### config.mk
export PLATFORM = sky130hd
export DESIGN_NAME = ep_ctrl_bank
export DESIGN_NICKNAME = d
export VERILOG_FILES = /design/src/rtl/ep_bank_pkg.sv /design/src/rtl/ep_slot.sv /design/src/rtl/ep_read_mux.sv /design/src/rtl/ep_ctrl_bank.sv
export SDC_FILE = /design/constraint.sdc
export NUM_CORES = 1
export LEC_CHECK = 0
export BUFFER_PORTS_ARGS = -buffer_cell sky130_fd_sc_hd__buf_2
export CORE_ASPECT_RATIO = 1.5
export CORE_MARGIN = 1
export CORE_UTILIZATION = 65
export CTS_CLUSTER_SIZE = 12
export DETAILED_ROUTE_END_ITERATION = 10
export PLACE_DENSITY = 0.85
export SLEW_MARGIN = 20
export SYNTH_ARGS = -nofsm -noshare
export SYNTH_HDL_FRONTEND = slang
export SYNTH_SLANG_ARGS = --single-unit
export TNS_END_PERCENT = 10
### constraint.sdc
create_clock -name clk -period 3.1 [get_ports clk]
set_input_delay 0 -clock clk [delete_from_list [all_inputs] [get_ports clk]]
set_output_delay 0 -clock clk [all_outputs]
set_load 0.02 [all_outputs]
### src/rtl/ep_bank_pkg.sv
package ep_bank_pkg;
  typedef struct packed {
    logic       rx_ctr;
    logic       rx_dtog;
    logic [1:0] rx_stat;
    logic       setup;
    logic [1:0] ep_type;
    logic       kind;
    logic       tx_ctr;
    logic       tx_dtog;
    logic [1:0] tx_stat;
    logic [3:0] addr;
  } ep_word_t;

  localparam int unsigned EP_WORD_W = $bits(ep_word_t);
endpackage

### src/rtl/ep_slot.sv
module ep_slot
  import ep_bank_pkg::*;
(
  input  logic     clk,
  input  logic     rst_n,
  input  logic     wr_hit,
  input  ep_word_t wr_word,
  input  logic     ev_hit,
  input  logic     ev_tx,
  input  logic     ev_setup,
  output ep_word_t q
);
  ep_word_t nx;

  always_comb begin
    nx = q;
    if (wr_hit) begin
      nx.addr    = wr_word.addr;
      nx.ep_type = wr_word.ep_type;
      nx.kind    = wr_word.kind;
      nx.rx_stat = q.rx_stat ^ wr_word.rx_stat;
      nx.tx_stat = q.tx_stat ^ wr_word.tx_stat;
      nx.rx_dtog = q.rx_dtog ^ wr_word.rx_dtog;
      nx.tx_dtog = q.tx_dtog ^ wr_word.tx_dtog;
      nx.rx_ctr  = q.rx_ctr & wr_word.rx_ctr;
      nx.tx_ctr  = q.tx_ctr & wr_word.tx_ctr;
      if (!wr_word.rx_ctr) nx.setup = 1'b0;
    end
    if (ev_hit) begin
      if (ev_tx) begin
        nx.tx_ctr  = 1'b1;
        nx.tx_dtog = ~nx.tx_dtog;
      end else begin
        nx.rx_ctr  = 1'b1;
        nx.rx_dtog = ~nx.rx_dtog;
        if (ev_setup) nx.setup = 1'b1;
      end
    end
  end

  always_ff @(posedge clk or negedge rst_n) begin
    if (!rst_n) q <= '0;
    else        q <= nx;
  end

  assert_plain_fields_R2: assert property (@(posedge clk) disable iff (!rst_n)
    wr_hit |=> (q.addr == $past(wr_word.addr)) && (q.ep_type == $past(wr_word.ep_type))
               && (q.kind == $past(wr_word.kind)));

  assert_stat_hold_R3: assert property (@(posedge clk) disable iff (!rst_n)
    !wr_hit |=> $stable(q.rx_stat) && $stable(q.tx_stat));

  assert_rx_tog_R5: assert property (@(posedge clk) disable iff (!rst_n)
    (ev_hit && !ev_tx && !wr_hit) |=> (q.rx_dtog != $past(q.rx_dtog)));

  assert_rx_set_R6: assert property (@(posedge clk) disable iff (!rst_n)
    (ev_hit && !ev_tx) |=> q.rx_ctr);

  assert_tx_set_R9: assert property (@(posedge clk) disable iff (!rst_n)
    (ev_hit && ev_tx) |=> q.tx_ctr);

  assert_setup_src_R7: assert property (@(posedge clk) disable iff (!rst_n)
    $rose(q.setup) |-> $past(ev_hit && !ev_tx && ev_setup));
endmodule

### src/rtl/ep_read_mux.sv
module ep_read_mux
  import ep_bank_pkg::*;
#(
  parameter int unsigned N_EP  = 8,
  parameter int unsigned IDX_W = 3
) (
  input  ep_word_t             words [N_EP],
  input  logic     [IDX_W-1:0] sel,
  output ep_word_t             word
);
  always_comb begin
    word = '0;
    for (int unsigned k = 0; k < N_EP; k++)
      if (sel == IDX_W'(k)) word = words[k];
  end
endmodule

### src/rtl/ep_ctrl_bank.sv
module ep_ctrl_bank
  import ep_bank_pkg::*;
#(
  parameter int unsigned N_EP = 8,
  localparam int unsigned IDX_W = (N_EP > 1) ? $clog2(N_EP) : 1
) (
  input  logic                 clk,
  input  logic                 rst_n,
  input  logic                 wr_en,
  input  logic [IDX_W-1:0]     wr_idx,
  input  logic [EP_WORD_W-1:0] wr_data,
  input  logic [IDX_W-1:0]     rd_idx,
  output logic [EP_WORD_W-1:0] rd_data,
  input  logic                 evt_en,
  input  logic [IDX_W-1:0]     evt_idx,
  input  logic                 evt_tx,
  input  logic                 evt_setup
);
  ep_word_t words [N_EP];
  ep_word_t rd_word;

  for (genvar g = 0; g < N_EP; g++) begin : g_slot
    ep_slot u_slot (
      .clk      (clk),
      .rst_n    (rst_n),
      .wr_hit   (wr_en && (wr_idx == IDX_W'(g))),
      .wr_word  (ep_word_t'(wr_data)),
      .ev_hit   (evt_en && (evt_idx == IDX_W'(g))),
      .ev_tx    (evt_tx),
      .ev_setup (evt_setup),
      .q        (words[g])
    );
  end

  ep_read_mux #(.N_EP(N_EP), .IDX_W(IDX_W)) u_rd (
    .words (words),
    .sel   (rd_idx),
    .word  (rd_word)
  );

  assign rd_data = rd_word;

  assert_untouched_R10: assert property (@(posedge clk) disable iff (!rst_n)
    (!wr_en && !evt_en) |=> $stable(rd_data) || !$stable(rd_idx));
endmodule

==> results by group <==
Status
  • Status: finished clean

CTS
  • Clock tree root buffer cell: clkbuf_16
  • CTS tree: built
  • Depth of the CTS H-tree: 4
  • Post-CTS setup buffer count: 0
  • Clock transition at the registers of the reported paths: 0.06 ns
  • # resized after CTS: 0
  • Sink Count: 128
  • Skew-Pair Late Insertion Delay: 0.41 ns
  • Clock buffer depth: 2
  • TritonCTS buffer count: 17

Critical path
  • CP Launch Type: input port
  • Most frequent CP cell: buf_2
  • Largest stage delay, worst path: 0.66 ns
  • Crit path required time: 3.10 ns
  • Slowest CP cell: a2111oi_0
  • Worst Path Buf+Inv: 3
  • Crit-path cells: buf_2, buf_4, nor3b_1, a2111oi_0, a211oi_1, buf_2
  • Crit path max fanout: 35
  • Critical setup path kind: in -> out
  • Critical path arrival: 2.17 ns
  • Top delay family on crit path: buffers and inverters
  • Crit end category: output pin

Synth
  • Synthesized-area fraction occupied by adder cells: 0
  • Combinational family with the most area after synthesis: simple AND/OR/NAND/NOR gates
  • Syn_nets: 673
  • Simple-gate share of the synthesized area: 0.200
  • Post-synth ARST share: 1.00
  • Synth Area in Compound Gates: 0.136
  • #FFs+latches synth: 128
  • Synthesized area per cell: 10.5 sq um
  • Post-Synth XOR/XNOR Area: 0.0982
  • Main area contributors after synthesis: dfrtp_1 (48%), nand2_1 (6.8%), xor3_1 (5.7%)
  • Cell variety after synth: 49
  • Post-synth EDFFs: 0
  • Number of warnings issued by yosys: 0
  • Main synth FF type: dfrtp_1
  • Seq/Total Area, Yosys: 0.476
  • Multiplexer share of the synthesized area: 0.0476
  • Post-synth top area share: 0.476
  • Cells after synthesis: 642
  • Mapped cell area: 0.00673 sq mm
  • Area leader, netlist: dfrtp_1

Timing
  • Max_slew headroom: 0.459
  • Setup tns final: 0 ns
  • Worst-Margin Slew: 0.809 ns
  • Final worst slack: 0.927 ns
  • WHS: 0.0643 ns
  • Tmin final: 2.17 ns
  • Final Skew: 0 ns
  • RSZ-0062 raised after global routing: no
  • Final Hold Viols: 0
  • Max Freq: 460 MHz
  • Slew Limit Fails: 0
  • Final Cycle Share: 0.701
  • Final setup fails: 0

Flow run
  • Max_cap viols: 0

Routing
  • Total Routed Length: 16900 um
  • Initial DRC count: 412
  • Drt first pass iters: 5
  • Antenna Nets Post-Route: 0
  • Vias: 5254
  • Via-per-instance ratio: 6.48
  • DRC: 0
  • Drt wl/cell: 20.8 um

Layout
  • Layout cell share with drive strength beyond 1: 0.184
  • Number of antenna diodes: 0
  • Layout overhead on the synthesized area: 14.2%
  • Nets: 712
  • Biggest register: g_slot.u_slot.q
  • Largest regs: g_slot.u_slot.q x128
  • FILL cells: 634
  • Largest register FFs: 128
  • Fin cells: 811

Power and ir drop
  • Leakage power: 3.45 nW
  • Max IR drop VDD: 0.000522 V
  • P per Cell Area: 763 mW/mm^2

Die
  • Starting Density: 0.668
  • Die Area: 0.0108 sq mm
  • Row count: 45
  • Core area: 0.0101 sq mm
  • Die W: 85.1 um
  • Die height: 127 um
  • Top-level port count: 47

Global routing
  • Pin count of the biggest net entering global routing: 78
  • GR Overflow Total: 0
  • Initial antenna violation count: 0
  • Number of global-route vias before repair: 5321
  • Global-route wire length before repair: 27000 um
  • Total track usage: 0.333

Min path
  • Hold Path Class: in -> async

Placed design
  • Pre-CTS setup slack: 1.02 ns
  • Dpl hpwl: 10200 um
  • Placed insts: 765
  • Gpl congestion: 0.820
  • Number of I/O port buffers: 45
## area by class of cell
type | instances | area (sq um) | share of cell area
inverter | 4 | 15.0 | 0.00195
clock buffer | 22 | 474 | 0.0617
multi-input combinational | 463 | 3250 | 0.423
timing repair buffer | 67 | 458 | 0.0596
clock inverter | 10 | 134 | 0.0174
sequential | 128 | 3200 | 0.417
tap | 117 | 146 | 0.0191
## Yosys cell counts, types with 2 or more instances
cell,count
dfrtp_1,128
nand2_1,122
nor2_1,50
o21ai_0,46
a211oi_1,24
mux2_2,24
nor2b_1,24
xor2_1,22
buf_2,19
a22o_1,18
xor3_1,16
clkbuf_1,15
a2111oi_0,12
a221oi_1,12
nor3b_1,12
xnor2_1,10
buf_4,7
buf_6,6
nand3b_1,6
mux2i_1,5
nand2b_1,5
nor4bb_1,5
o31ai_1,5
inv_1,4
nor2_2,4
a21o_1,3
a21oi_1,3
a32oi_1,3
and2b_1,3
nand4b_4,3
nand4bb_1,3
or3b_4,3
nand2_2,2
nand3_1,2
nor2_4,2
## repair_timing
item | in CTS | in global routing
endpoints found under the hold margin | 157 | 0
endpoints found under the setup margin | 0 | 0
hold buffers | 13 | 0
## layout by cell type (no fill, tap or decap), drive strengths merged, types with 6 or more instances in the layout
cell	count
mux2	24
a2111oi	12
nor2	56
clkbuf	22
xor2	22
nand3b	6
a221oi	12
nand2	124
nor3b	12
dfrtp	128
a22o	18
xor3	16
nor2b	24
xnor2	10
o21ai	47
a211oi	24
dlygate4sd3	13
buf	54
## stage by stage
step / total power [mW] / area, sq um / util
after global routing: 6.11 / 7680 / 0.762
final: 5.87 / 7680 / 0.762
after CTS: 5.85 / 7650 / 0.760
after global placement: 3.71 / 6920 / 0.686
after floorplan: 3.46 / 6730 / -
after detailed placement: 3.79 / 6920 / 0.686
## report_power, final
part / switching [mW] / internal [mW]
Combinational: 0.564 / 0.731
Sequential: 0.326 / 2.21
Clock: 0.714 / 1.32
Total: 1.60 / 4.26
## cells by family (layout without fill, tap and decap cells)
| group | Yosys count | count (layout) |
|---|---|---|
| AO/OA/AOI/OAI | 131 | 131 |
| flip-flops | 128 | 128 |
| buffers and inverters | 51 | 103 |
| AND/OR/NAND/NOR | 255 | 255 |
| multiplexers | 29 | 29 |
| XOR/XNOR | 48 | 48 |
## worst paths after layout
path / endpoint / cells after the start / slack, ns / start
max: rd_data[10] / 6 / 0.93 / rd_idx[1]
min: g_slot[5].u_slot.q[2]$_DFFE_PN0N_ / 2 / 0.06 / rst_n
max reg2reg: g_slot[2].u_slot.q[14]$_DFF_PN0_ / 1 / 2.14 / g_slot[2].u_slot.q[14]$_DFF_PN0_
min reg2reg: g_slot[6].u_slot.q[13]$_DFFE_PN0N_ / 1 / 0.46 / g_slot[6].u_slot.q[13]$_DFFE_PN0N_
max in group asynchronous: g_slot[3].u_slot.q[10]$_DFFE_PN0N_ / 4 / 2.10 / rst_n
min in group clk: g_slot[3].u_slot.q[12]$_DFFE_PN0N_ / 4 / 0.10 / wr_data[12]
## metal layers
| layer | wire [um] | global-route usage |
|---|---|---|
| met1 | 6230 | 0.387 |
| met2 | 8740 | 0.572 |
| met3 | 1050 | 0.0625 |
| met4 | 861 | 0.193 |
| met5 | 0 | 0 |
Note: power is estimated with default switching activity, not from simulation.
